==> src/rtl/tw_pkg.sv <==
package tw_pkg;

    typedef enum logic [2:0] {
        ST_IDLE,
        ST_RX,
        ST_ACK,
        ST_TX,
        ST_TXACK
    } tw_state_e;

    typedef enum logic [1:0] {
        K_DEV,
        K_ADDR,
        K_DATA
    } tw_kind_e;

    localparam logic [3:0] DEV_TAG = 4'b1010;

endpackage

==> src/rtl/tw_line_sampler.sv <==
module tw_line_sampler #(
    parameter int SYNC_STAGES = 2
) (
    input  logic clk_i,
    input  logic rst_ni,
    input  logic scl_i,
    input  logic sda_i,
    output logic scl_o,
    output logic sda_o,
    output logic scl_rise_o,
    output logic scl_fall_o,
    output logic start_o,
    output logic stop_o
);

    typedef struct packed {
        logic [SYNC_STAGES-1:0] scl_sync;
        logic [SYNC_STAGES-1:0] sda_sync;
        logic                   scl_prev;
        logic                   sda_prev;
    } smp_t;

    smp_t smp_d, smp_q;

    // synchronised line levels
    assign scl_o = smp_q.scl_sync[SYNC_STAGES-1];
    assign sda_o = smp_q.sda_sync[SYNC_STAGES-1];

    always_comb begin
        smp_d          = smp_q;
        smp_d.scl_sync = {smp_q.scl_sync[SYNC_STAGES-2:0], scl_i};
        smp_d.sda_sync = {smp_q.sda_sync[SYNC_STAGES-2:0], sda_i};
        smp_d.scl_prev = scl_o;
        smp_d.sda_prev = sda_o;
    end

    always_ff @(posedge clk_i or negedge rst_ni) begin
        if (!rst_ni) smp_q <= '1;
        else         smp_q <= smp_d;
    end

    // SDA moving while SCL stays high marks a frame boundary
    assign scl_rise_o = scl_o & ~smp_q.scl_prev;
    assign scl_fall_o = ~scl_o & smp_q.scl_prev;
    assign start_o    = scl_o & smp_q.scl_prev & smp_q.sda_prev & ~sda_o;
    assign stop_o     = scl_o & smp_q.scl_prev & ~smp_q.sda_prev & sda_o;

endmodule

==> src/rtl/tw_byte_engine.sv <==
module tw_byte_engine
    import tw_pkg::*;
#(
    parameter int DATA_W  = 8,
    parameter int STRAP_W = 3,
    parameter int PAGE_W  = 4
) (
    input  logic              clk_i,
    input  logic              rst_ni,
    input  logic              scl_i,
    input  logic              sda_i,
    input  logic              scl_rise_i,
    input  logic              scl_fall_i,
    input  logic              start_i,
    input  logic              stop_i,
    input  logic [STRAP_W-1:0] strap_i,
    input  logic              prog_busy_i,
    input  logic [DATA_W-1:0] rd_data_i,
    output logic [DATA_W-1:0] rd_addr_o,
    output logic              sda_oe_o,
    output logic              wr_valid_o,
    output logic [DATA_W-1:0] wr_addr_o,
    output logic [DATA_W-1:0] wr_data_o,
    output logic              commit_o
);

    localparam int ADDR_W = DATA_W;
    localparam int TAG_W  = DATA_W - STRAP_W - 1;
    localparam int CNT_W  = $clog2(DATA_W + 1);
    localparam logic [CNT_W-1:0] CNT_FULL = CNT_W'(DATA_W);
    localparam logic [CNT_W-1:0] CNT_LAST = CNT_W'(DATA_W - 1);

    typedef struct packed {
        tw_state_e         st;
        tw_kind_e          kind;
        logic [CNT_W-1:0]  cnt;
        logic [DATA_W-1:0] shreg;
        logic              rw;
        logic              mack;
        logic [ADDR_W-1:0] ptr;
        logic              oe;
        logic              wrote;
        logic              wr_valid;
        logic [ADDR_W-1:0] wr_addr;
        logic [DATA_W-1:0] wr_data;
        logic              commit;
    } eng_t;

    eng_t eng_d, eng_q;

    logic byte_done;
    logic dev_match;
    assign byte_done = scl_fall_i && (eng_q.cnt == CNT_FULL);
    assign dev_match = (eng_q.shreg[DATA_W-1 -: TAG_W] == DEV_TAG[TAG_W-1:0]) &&
                       (eng_q.shreg[STRAP_W:1] == strap_i) && !prog_busy_i;

    always_comb begin
        eng_d          = eng_q;
        eng_d.wr_valid = 1'b0;
        eng_d.commit   = 1'b0;
        if (start_i) begin
            eng_d.st    = ST_RX;
            eng_d.kind  = K_DEV;
            eng_d.cnt   = '0;
            eng_d.oe    = 1'b0;
            eng_d.wrote = 1'b0;
        end else if (stop_i) begin
            eng_d.st     = ST_IDLE;
            eng_d.oe     = 1'b0;
            eng_d.commit = eng_q.wrote;
            eng_d.wrote  = 1'b0;
        end else begin
            unique case (eng_q.st)
                ST_RX: begin
                    if (scl_rise_i) begin
                        eng_d.shreg = {eng_q.shreg[DATA_W-2:0], sda_i};
                        eng_d.cnt   = eng_q.cnt + 1'b1;
                    end else if (byte_done) begin
                        eng_d.cnt = '0;
                        eng_d.st  = ST_ACK;
                        eng_d.oe  = 1'b1;
                        unique case (eng_q.kind)
                            K_DEV: begin
                                eng_d.rw = eng_q.shreg[0];
                                if (!dev_match) begin
                                    eng_d.st = ST_IDLE;
                                    eng_d.oe = 1'b0;
                                end
                            end
                            K_ADDR: eng_d.ptr = eng_q.shreg[ADDR_W-1:0];
                            default: begin
                                eng_d.wr_valid = 1'b1;
                                eng_d.wr_addr  = eng_q.ptr;
                                eng_d.wr_data  = eng_q.shreg;
                                eng_d.wrote    = 1'b1;
                                eng_d.ptr      = {eng_q.ptr[ADDR_W-1:PAGE_W],
                                                  eng_q.ptr[PAGE_W-1:0] + 1'b1};
                            end
                        endcase
                    end
                end
                ST_ACK: begin
                    if (scl_fall_i) begin
                        eng_d.oe  = 1'b0;
                        eng_d.cnt = '0;
                        if (eng_q.kind == K_DEV && eng_q.rw) begin
                            eng_d.st    = ST_TX;
                            eng_d.shreg = rd_data_i;
                            eng_d.oe    = ~rd_data_i[DATA_W-1];
                            eng_d.ptr   = eng_q.ptr + 1'b1;
                        end else begin
                            eng_d.st   = ST_RX;
                            eng_d.kind = (eng_q.kind == K_DEV) ? K_ADDR : K_DATA;
                        end
                    end
                end
                ST_TX: begin
                    if (scl_fall_i) begin
                        if (eng_q.cnt == CNT_LAST) begin
                            eng_d.oe = 1'b0;
                            eng_d.st = ST_TXACK;
                        end else begin
                            eng_d.shreg = {eng_q.shreg[DATA_W-2:0], 1'b0};
                            eng_d.cnt   = eng_q.cnt + 1'b1;
                            eng_d.oe    = ~eng_q.shreg[DATA_W-2];
                        end
                    end
                end
                ST_TXACK: begin
                    if (scl_rise_i) begin
                        eng_d.mack = ~sda_i;
                    end else if (scl_fall_i) begin
                        if (eng_q.mack) begin
                            eng_d.st    = ST_TX;
                            eng_d.cnt   = '0;
                            eng_d.shreg = rd_data_i;
                            eng_d.oe    = ~rd_data_i[DATA_W-1];
                            eng_d.ptr   = eng_q.ptr + 1'b1;
                        end else begin
                            eng_d.st = ST_IDLE;
                        end
                    end
                end
                default: ;
            endcase
        end
    end

    always_ff @(posedge clk_i or negedge rst_ni) begin
        if (!rst_ni) eng_q <= '0;
        else         eng_q <= eng_d;
    end

    assign rd_addr_o  = eng_q.ptr;
    assign sda_oe_o   = eng_q.oe;
    assign wr_valid_o = eng_q.wr_valid;
    assign wr_addr_o  = eng_q.wr_addr;
    assign wr_data_o  = eng_q.wr_data;
    assign commit_o   = eng_q.commit;


    oe_on_low_chk: assert property (@(posedge clk_i) disable iff (!rst_ni)
        $rose(sda_oe_o) |-> !scl_i);


    busy_nack_chk: assert property (@(posedge clk_i) disable iff (!rst_ni)
        (eng_q.st == ST_RX && eng_q.kind == K_DEV && byte_done && prog_busy_i)
        |=> !sda_oe_o);


    start_abort_chk: assert property (@(posedge clk_i) disable iff (!rst_ni)
        start_i |=> (eng_q.st == ST_RX && eng_q.kind == K_DEV &&
                     eng_q.cnt == '0 && !sda_oe_o));


    page_keep_chk: assert property (@(posedge clk_i) disable iff (!rst_ni)
        wr_valid_o |-> (rd_addr_o[ADDR_W-1:PAGE_W] == wr_addr_o[ADDR_W-1:PAGE_W]));


    txack_release_chk: assert property (@(posedge clk_i) disable iff (!rst_ni)
        (eng_q.st == ST_TXACK) |-> !sda_oe_o);


    commit_after_stop_chk: assert property (@(posedge clk_i) disable iff (!rst_ni)
        commit_o |-> $past(stop_i));

endmodule

==> src/rtl/tw_eeprom_slave.sv <==
module tw_eeprom_slave #(
    parameter int DATA_W      = 8,
    parameter int STRAP_W     = 3,
    parameter int PAGE_W      = 4,
    parameter int SYNC_STAGES = 2
) (
    input  logic               clk_i,
    input  logic               rst_ni,
    input  logic               scl_i,
    input  logic               sda_i,
    output logic               sda_oe_o,
    input  logic [STRAP_W-1:0] strap_i,
    input  logic               prog_busy_i,
    output logic [DATA_W-1:0]  rd_addr_o,
    input  logic [DATA_W-1:0]  rd_data_i,
    output logic               wr_valid_o,
    output logic [DATA_W-1:0]  wr_addr_o,
    output logic [DATA_W-1:0]  wr_data_o,
    output logic               commit_o
);

    logic scl_s, sda_s, scl_rise, scl_fall, bus_start, bus_stop;

    tw_line_sampler #(
        .SYNC_STAGES(SYNC_STAGES)
    ) i_sampler (
        .clk_i      (clk_i),
        .rst_ni     (rst_ni),
        .scl_i      (scl_i),
        .sda_i      (sda_i),
        .scl_o      (scl_s),
        .sda_o      (sda_s),
        .scl_rise_o (scl_rise),
        .scl_fall_o (scl_fall),
        .start_o    (bus_start),
        .stop_o     (bus_stop)
    );

    tw_byte_engine #(
        .DATA_W  (DATA_W),
        .STRAP_W (STRAP_W),
        .PAGE_W  (PAGE_W)
    ) i_engine (
        .clk_i       (clk_i),
        .rst_ni      (rst_ni),
        .scl_i       (scl_s),
        .sda_i       (sda_s),
        .scl_rise_i  (scl_rise),
        .scl_fall_i  (scl_fall),
        .start_i     (bus_start),
        .stop_i      (bus_stop),
        .strap_i     (strap_i),
        .prog_busy_i (prog_busy_i),
        .rd_data_i   (rd_data_i),
        .rd_addr_o   (rd_addr_o),
        .sda_oe_o    (sda_oe_o),
        .wr_valid_o  (wr_valid_o),
        .wr_addr_o   (wr_addr_o),
        .wr_data_o   (wr_data_o),
        .commit_o    (commit_o)
    );

endmodule

==> config.mk <==
export PLATFORM = sky130hd
export DESIGN_NAME = tw_eeprom_slave
export DESIGN_NICKNAME = d
export VERILOG_FILES = /design/src/rtl/tw_pkg.sv /design/src/rtl/tw_line_sampler.sv /design/src/rtl/tw_byte_engine.sv /design/src/rtl/tw_eeprom_slave.sv
export SDC_FILE = /design/constraint.sdc
export NUM_CORES = 1
export LEC_CHECK = 0
export BUFFER_PORTS_ARGS = -buffer_cell sky130_fd_sc_hd__buf_2
export CAP_MARGIN = 20
export CORE_UTILIZATION = 40
export DETAILED_ROUTE_END_ITERATION = 7
export GPL_TIMING_DRIVEN = 0
export PLACE_DENSITY = 0.67
export SYNTH_ARGS = -nofsm -noshare
export SYNTH_HDL_FRONTEND = slang
export SYNTH_SLANG_ARGS = --single-unit
==> constraint.sdc <==
create_clock -name clk_i -period 2.25 [get_ports clk_i]
set_clock_uncertainty 0.2 [all_clocks]
set_input_delay 0.3375 -clock clk_i [delete_from_list [all_inputs] [get_ports clk_i]]
set_output_delay 0.3375 -clock clk_i [all_outputs]
set_load 0.01 [all_outputs]
# Word-level counts from Yosys, hierarchy flattened
# Cells that the tools add are included.
[word_totals]
out_inout_bits = 27
mem_count = 0
latch_bits = 0
word_cells = 159
regBits = 53
in_bits = 16
romBits = 0
ramBits = 0
[op_classes]
n_addsub = 3
n_reduce_logical = 26
n_eq_ne = 40
multipliers = 0
shifts = 0
order_cmp = 0
mux = 55
div = 0
bitwise = 17
[op_table]
columns = ["op", "n"]
rows = [
  ["12-bit 2-to-1 mux", 5],
  ["18-bit 2-to-1 mux", 3],
  ["27-bit 2-to-1 mux", 2],
  ["9-bit 2-to-1 mux", 6],
  ["12-bit case mux with 4 select lines", 1],
  ["17-bit 2-to-1 mux", 2],
  ["24-bit 2-to-1 mux", 1],
  ["4-bit by 3-bit != test with 1-bit output (second input constant)", 6],
  ["8-bit case mux with 3 select lines", 1],
  ["11-bit AND reduction", 2],
  ["3-bit 2-to-1 mux", 7],
  ["2-bit 2-to-1 mux", 9],
  ["8-bit 2-to-1 mux", 2],
  ["8-bit case mux with 2 select lines", 1],
  ["8-bit AND reduction", 2],
  ["2-bit by 1-bit != test with 1-bit output (second input constant)", 7],
  ["2-bit != test (second input constant)", 7],
  ["3-bit by 2-bit != test with 1-bit output (second input constant)", 4],
  ["3-bit case mux with 4 select lines", 1],
  ["12-bit AND reduction", 1],
  ["4-bit AND reduction", 3],
  ["6-bit AND reduction", 2],
  ["1-bit 2-to-1 mux", 11],
  ["1-bit NOT", 10],
  ["26 further kinds", 45],
]

# Logic depth before layout (Yosys ltp)
# Gate-level depths: netlist of run 1.
[depth]
depth_word = 10
ltp_mapped = 9
mapped_depth_nobuf = 7

# By module
# A second synthesis of run 1 with hierarchy kept.
[unflattened]
cells_unflattened = 306
area_unflattened_um2 = 3154.3
[by_module_without_submodules]
columns = ["mod", "instances", "area_each_um2", "seq_area_each_um2", "cells_per_inst"]
rows = [
  ["tw_byte_engine", 1, 2964.1, 1176.1, 296],
  ["tw_line_sampler", 1, 190.2, 157.7, 10],
]

# Worst setup path after synthesis of run 1
# OpenSTA, ideal clock, no wires.
[synth_path]
kind = "register -> register"
startpoint = "register i_sampler.smp_q[1] in the netlist's numbering"
endpoint = "register i_engine.eng_q, in the netlist i_engine.wr_addr_o[7]"
synth_period_minus_slack_ps = 2340
t_required_ps = 1925
stages_incl_launch_ff = 8
path_slack_ps = -90
setup_ps = 125
n_path_buf = 3
arrival_time_ps = 2016
path_cell_list = "dfstp_2 -> nor2b_2 -> and4b_1 -> clkbuf_1 -> and3_1 -> buf_2 -> buf_6 -> mux2_2"
[synth_between]
elab_chain_len = 5
elab_cells_between_ends = 13
classes_between = "bitwise (11); reduce/logical (2)"
[synth_lines]
columns = ["item", "line", "rtl"]
rows = [
  ["from (decl)", "tw_line_sampler.sv:23", "smp_t smp_d, smp_q;"],
  ["from (signal assigned)", "tw_line_sampler.sv:39", "else smp_q <= smp_d;"],
  ["1-bit bitwise AND", "tw_line_sampler.sv:45, tw_line_sampler.sv:46", ""],
  ["1-bit bitwise AND (on tied branches) (2 in a row)", "tw_line_sampler.sv:46, tw_line_sampler.sv:45", ""],
  ["1-bit NOT (no source line)", "--", ""],
  ["6-bit AND reduction (no source line) (*)", "--", ""],
  ["to (signal assigned)", "tw_byte_engine.sv:151", "else eng_q <= eng_d;"],
  ["to (decl)", "tw_byte_engine.sv:49", "eng_t eng_d, eng_q;"],
]
# Every way passes the cells marked *; elsewhere a longest branch is shown, timed or not.
# A chain may end at the register's enable or synchronous reset.

# Final worst setup path of run 1
[layout_path]
startpoint = "register i_engine.eng_q[42] in the netlist's numbering"
endpoint = "register i_engine.eng_q, in the netlist i_engine.rd_addr_o[7]"
[layout_between]
elab_chain_len = 4
elab_cells_between_ends = 7
classes_between = "eq/ne (4); reduce/logical (3)"
[layout_lines]
columns = ["item", "line", "rtl"]
rows = [
  ["2-bit zero test", "tw_byte_engine.sv:82, tw_byte_engine.sv:106", ""],
  ["1-bit logical AND", "tw_byte_engine.sv:106", "if (eng_q.kind == K_DEV && eng_q.rw) begin"],
  ["2-bit by 1-bit != test with 1-bit output (no source line)", "--", ""],
  ["12-bit AND reduction (no source line) (*)", "--", ""],
]
# Marks and branches as above.

==> results by group, run 1 <==
Run status
  – Outcome: complete, but fails checks
  – Violations in the final reports: negative setup slack

Floorplanning
  – Core ar.: 6940 sq um
  – Initial core utilization: 0.423
  – Die area: 7690 sq um
  – Die X: 87.7 microns
  – # IOs: 43
  – Rows: 30
  – Die Height: 87.7 microns

Power
  – Power Total: 4240 uW
  – Part of the total power dissipated in the clock network: 0.167
  – Sw Share: 0.403
  – Seq pwr share: 0.319
  – Switching power: 1710 uW
  – Power Density: 1120 nW/um^2
  – Worst IR drop on VDD: 0.000574 V
  – Comb power frac: 0.514
  – Internal: 2530 uW
  – Lkg Pwr: 0.00184 uW

Worst setup path
  – Crit Reg-Reg Startpoint: i_engine.eng_q[42]$_DFFE_PN0P_
  – Worst path required time: 2250 ps
  – WS Path Type: register to register
  – Critical path startpoint: i_engine.eng_q[42]$_DFFE_PN0P_
  – Critical Path Sink Type: register
  – Worst-path maximum fanout: 4
  – Startpoint Class: register
  – Crit path arrival time: 2330 ps

Finish
  – # diodes: 0
  – Syn-to-layout area delta: 29.3%
  – Nets: 376
  – Fill count: 629
  – Commonest non-fill, non-tap cell in the layout: buf_4
  – Most frequent cells in the layout: buf_4, dfrtp_1, buf_2
  – Share of post-route cells with drive strength above 1: 0.464
  – Final Util: 0.547

Synthesis
  – Syn Nets: 302
  – Seq/Total Area, Yosys: 0.454
  – Post-synthesis cell area: 2940 sq um
  – Synth Register Bits: 53
  – Mapped Cells: 283
  – Post-synth top flop: dfrtp_1
  – Async SR Flop Fraction: 1.00
  – Avg Cell Area, Syn: 10.4 sq um
  – Total number of yosys warnings: 0
  – Yosys cell types: 53
  – Post-synth EDFFs: 0

Route
  – First DRT Iteration DRCs: 129
  – Top Metal Used: met4
  – Met2 Wirelength: 3200 microns
  – Via count: 2359
  – Detailed Route WL: 6650 microns
  – Vias/cell: 5.20
  – Pre-Repair DR Iteration Count: 4
  – DRC errors left: 0
  – Post-Route M1 WL: 3150 microns
  – Met3 WL: 182 microns
  – Detail Route Antenna Nets: 0
  – Routed length per placed instance: 14.6 microns

Global routing
  – Vias in the first global route: 2271
  – First-pass GRT wire length: 11000 microns
  – Largest net degree at the start of global routing: 36
  – Initial antenna violation count: 0
  – Total gr overflow: 0
  – Tot GR Track Use: 0.186

Run
  – Max-Cap Viols: 0

STA
  – Setup TNS: -284 ps
  – Fmax achieved: 0.430 GHz
  – Final Hold Viols: 0
  – RSZ-0062 raised after global routing: true
  – Final count of pins violating max slew: 0
  – Hold_ws: 118 ps
  – Setup ws final: -74.6 ps
  – Worst-margin pin slew: 453 ps
  – Finish-stage setup viols: 10
  – Max-slew headroom: 0.698
  – Fin crit share: 1.03
  – Crit path time final: 2320 ps

Clocking
  – Deepest clock path buffer count: 2
  – TritonCTS clock tree: built
  – CTS clk-pin slew, worst paths: 110 ps
  – Clock sink total: 53
  – H-tree levels: 2
  – CTS buffer count: 5
  – Worst-Skew Late Latency: 320 ps
  – Root buffer cell: clkbuf_8

Placement
  – Port buffer count: 42
  – Gpl congestion: 0.913
  – Pre-CTS WS: -288 ps
  – Post-detail-place hpwl: 4500 microns

Hold path
  – Hold_sp: rd_data_i[1]
  – Hold crit path type: input port to register
==> flip-flops by register name, summed over array words and instances, names as in the netlist, 2 cells and up <==
signal              flops
i_engine.eng_q         20
i_engine.rd_addr_o      8
i_engine.wr_addr_o      8
i_engine.wr_data_o      8
i_sampler.smp_d         2
i_sampler.smp_q         2
==> area by class of cell <==
type | count | area, sq um | share of cell area
repair buffers | 69 | 440 | 0.116
inverters | 3 | 11.3 | 0.00297
plain buffers | 34 | 278 | 0.0732
well taps | 96 | 120 | 0.0316
multi-input cells | 191 | 1490 | 0.392
clock buffers | 5 | 68.8 | 0.0181
clock inverters | 3 | 50.0 | 0.0132
flip-flops and latches | 53 | 1340 | 0.353
==> metrics by stage <==
step           instances  instance area (sq um)
2_1_floorplan        283                   2950
3_3_place_gp         421                   3280
3_5_place_dp         422                   3300
4_1_cts              444                   3630
5_1_grt              454                   3800
6_report             454                   3800
==> worst max-delay path, stage by stage (launching register included) <==
cell	delay, ps
dfrtp_2	420
or3b_4	410
nor3b_4	160
or3_4	360
nor2_4	140
o21a_4	180
mux2_1	330
==> power by group through the flow <==
stage	sequential, uW	clock [uW]	combinational [uW]
2_1_floorplan	1280	0	1290
3_3_place_gp	1370	0	1580
3_5_place_dp	1370	0	1590
4_1_cts	1360	718	1950
5_1_grt	1380	752	2400
6_report	1350	706	2180
==> metal layers <==
metal  GRT usage  vias up
met5           0        -
met1       0.253     1158
met3      0.0302       13
met2       0.303       56
met4      0.0626        0
li1            -     1132
==> timing repair <==
| action | 4_1_cts | 5_1_grt |
|---|---|---|
| hold endpoints to repair | 17 | 0 |
| hold buffers | 3 | 0 |
| setup endpoints to repair | 38 | 39 |
| gates cloned | 1 | 0 |
| gates resized for setup | 29 | 22 |
| pin swaps | 4 | 4 |
| buffers inserted | 12 | 10 |
==> cell usage after synthesis (all sizes together) (2+ instances only) <==
cell | number | area share
a21o | 2 | 0.0051
a21oi | 16 | 0.030
a22o | 2 | 0.0060
a31oi | 4 | 0.0085
a32oi | 2 | 0.0060
and3 | 4 | 0.0085
and4b | 2 | 0.0068
buf | 33 | 0.081
clkbuf | 3 | 0.0038
dfrtp | 47 | 0.40
dfstp | 6 | 0.054
ha | 3 | 0.013
inv | 3 | 0.0038
mux2 | 24 | 0.092
mux2i | 8 | 0.027
nand2 | 16 | 0.020
nand2b | 7 | 0.015
nand3 | 8 | 0.014
nand3b | 2 | 0.0051
nor2 | 25 | 0.035
nor2b | 7 | 0.016
nor3 | 6 | 0.014
nor3b | 2 | 0.0051
o21ai | 17 | 0.029
o22ai | 2 | 0.0043
o2bb2ai | 2 | 0.0060
o31a | 2 | 0.0060
o32ai | 4 | 0.012
or3b | 2 | 0.0068
xnor2 | 5 | 0.015
xor2 | 4 | 0.012
==> kinds of logic after synthesis <==
group,after synthesis,share of synthesized area
AOI/OAI and AO/OA,60,0.136
xor gates and xnor gates,9,0.0269
adders and majority gates,3,0.0128
buffers and inverters,39,0.0887
DFF,53,0.454
muxes,32,0.119
and+or+nand+nor,87,0.162
==> path summary, 6_finish.rpt <==
path / slack (ps) / depth (start not counted) / end
worst max-delay path: -70 / 6 / i_engine.rd_addr_o[7]$_DFFE_PN0P_
worst min-delay path: 120 / 3 / i_engine.eng_q[31]$_DFFE_PN0P_
worst max register to register: -70 / 6 / i_engine.rd_addr_o[7]$_DFFE_PN0P_
worst min register to register: 160 / 0 / i_sampler.sda_o$_DFF_PN1_
max in group asynchronous: 960 / 3 / i_sampler.smp_q[1]$_DFF_PN1_
min in group asynchronous: 290 / 2 / i_engine.sda_oe_o$_DFFE_PN0P_
Power figures use the tool's default switching activity.
==> inputs of run 2 (changes only) <==
--- a/config.mk
+++ b/config.mk
@@ -10,7 +10,6 @@
 export CORE_UTILIZATION = 40
 export DETAILED_ROUTE_END_ITERATION = 7
 export GPL_TIMING_DRIVEN = 0
-export PLACE_DENSITY = 0.67
 export SYNTH_ARGS = -nofsm -noshare
 export SYNTH_HDL_FRONTEND = slang
 export SYNTH_SLANG_ARGS = --single-unit
==> results by group, run 2 (synthesis results as in run 1) <==
STA
  – Setup TNS: -145 ps
  – Worst-margin pin slew: 619 ps
  – Max-slew headroom: 0.587
  – Final Hold Viols: 0
  – Final count of pins violating max slew: 0
  – Crit path time final: 2300 ps
  – RSZ-0062 raised after global routing: true
  – Setup ws final: -46.7 ps
  – Finish-stage setup viols: 4
  – Fmax achieved: 0.435 GHz
  – Fin crit share: 1.02

Global routing
  – First-pass GRT wire length: 10700 microns
  – Total gr overflow: 0
  – Tot GR Track Use: 0.182
  – Vias in the first global route: 2188
  – Largest net degree at the start of global routing: 29
  – Initial antenna violation count: 0

Power
  – Power Total: 4040 uW
  – Worst IR drop on VDD: 0.000507 V
  – Power Density: 1090 nW/um^2
  – Lkg Pwr: 0.00179 uW

Worst setup path
  – Delay-heaviest family, CP: simple AND/OR/NAND/NOR gates
  – R2r setup slk: -50 ps
  – Worst-path maximum fanout: 4
  – Worst path max stage delay: 400 ps
  – CP cell instances: or3b_4, nor3b_4, or3_4, nor2_4, o21a_4, mux2_1
  – Crit path arrival time: 2290 ps
  – Critical path startpoint: i_engine.eng_q[42]$_DFFE_PN0P_
  – FF-to-FF End: i_engine.rd_addr_o[5]$_DFFE_PN0P_
  – Critical Path Sink Type: register
  – Crit Reg-Reg Startpoint: i_engine.eng_q[42]$_DFFE_PN0P_
  – Worst path required time: 2250 ps
  – WS Path Type: register to register
  – Reg2Reg Depth: 6
  – Cell at the slowest stage of the critical path: dfrtp_1
  – Startpoint Class: register
  – Worst path bufs/invs: 0

Finish
  – Share of post-route cells with drive strength above 1: 0.429
  – # diodes: 0
  – Most frequent cells in the layout: dfrtp_1, buf_2, buf_4
  – Largest Register: i_engine.eng_q
  – Fin cells: 446
  – Fill count: 635
  – Syn-to-layout area delta: 25.8%
  – Largest register FFs: 20
  – Multi-input logic area: 1450 sq um
  – Commonest non-fill, non-tap cell in the layout: dfrtp_1
  – Nets: 368
  – Register Area: 1340 sq um

Placement
  – Port buffer count: 42
  – Pre-CTS WS: -291 ps
  – Placed cells: 422
  – Post-detail-place hpwl: 4560 microns
  – Gpl congestion: 0.837

Clocking
  – H-tree levels: 2
  – Root buffer cell: clkbuf_8
  – Clock sink total: 53
  – Worst-Skew Late Latency: 320 ps
  – CTS buffer count: 5
  – Deepest clock path buffer count: 2
  – CTS clk-pin slew, worst paths: 110 ps
  – TritonCTS clock tree: built

Floorplanning
  – Rows: 30
  – Die area: 7690 sq um
  – Core ar.: 6940 sq um
  – # IOs: 43
  – Initial core utilization: 0.423
  – Die Height: 87.7 microns
  – Die X: 87.7 microns

Route
  – Vias/cell: 5.25
  – Routed length per placed instance: 14.6 microns
  – Detail Route Antenna Nets: 0
  – First DRT Iteration DRCs: 224
  – Pre-Repair DR Iteration Count: 4
  – Via count: 2340
  – DRC errors left: 0
  – Detailed Route WL: 6510 microns

Run status
  – Outcome: complete, but fails checks
  – Violations in the final reports: negative setup slack

Run
  – Max-Cap Viols: 0

Hold path
  – Hold crit path type: input port to register
  – Hold path cells: 3
  – Hold Path End: i_engine.eng_q[30]$_DFFE_PN0P_
  – Hold_sp: rd_data_i[0]
==> run 2: changes by cell type in the layout (fill, tap and decap cells not counted), sizes merged <==
cell	delta
buf	-8
==> run 2: worst max path at each step <==
stage | end | cells after the start
2_1_floorplan | i_engine.rd_addr_o[4]$_DFFE_PN0P_ | 6
3_3_place_gp | i_engine.rd_addr_o[4]$_DFFE_PN0P_ | 8
3_5_place_dp | i_engine.rd_addr_o[7]$_DFFE_PN0P_ | 8
4_1_cts | i_engine.rd_addr_o[4]$_DFFE_PN0P_ | 7
5_1_grt | i_engine.rd_addr_o[5]$_DFFE_PN0P_ | 6
6_report | i_engine.rd_addr_o[5]$_DFFE_PN0P_ | 6
==> run 2: worst register-to-register path: stages, from the launching register on <==
cell and delay [ps]:
dfrtp_1 400, or3b_4 400, nor3b_4 160, or3_4 360, nor2_4 140, o21a_4 180, mux2_1 320
==> run 2: cell type report <==
type	count	area share
buffer	34	0.0773
clock buffer	5	0.0186
clock inverter	3	0.0136
inverter	3	0.00305
multi-input combinational	191	0.392
sequential	53	0.362
tap	96	0.0325
timing repair buffer	61	0.101
==> run 2: metal layers <==
| metal | GRT usage | vias up | wire (microns) |
|---|---|---|---|
| li1 | - | 1116 | - |
| met1 | 0.260 | 1142 | 3070 |
| met2 | 0.276 | 70 | 3000 |
| met3 | 0.0311 | 12 | 297 |
| met4 | 0.0671 | 0 | 134 |
| met5 | 0 | - | 0 |
==> run 2: report_power, final <==
part	total (uW)	internal [uW]	switching [uW]	leakage (uW)
combinational	2000	938	1060	0.00105
clock	690	342	348	0.0000603
sequential	1340	1130	218	0.000676
==> run 2: repair_timing <==
| action | CTS | global route |
|---|---|---|
| endpoints found under the setup margin | 39 | 39 |
| pin swaps | 4 | 4 |
| endpoints found under the hold margin | 21 | 0 |
| setup buffers | 12 | 3 |
| gates cloned | 0 | 0 |
| resized for setup | 26 | 12 |
| hold buffers | 3 | 0 |
==> run 2: through the flow <==
step           cell area, sq um  utilization  hold WS [ps]
4_1_cts                    3620        0.522           109
5_1_grt                    3690        0.532           122
2_1_floorplan              2950            -          -158
6_report                   3690        0.532           106
3_3_place_gp               3280        0.472           146
3_5_place_dp               3300        0.475           148
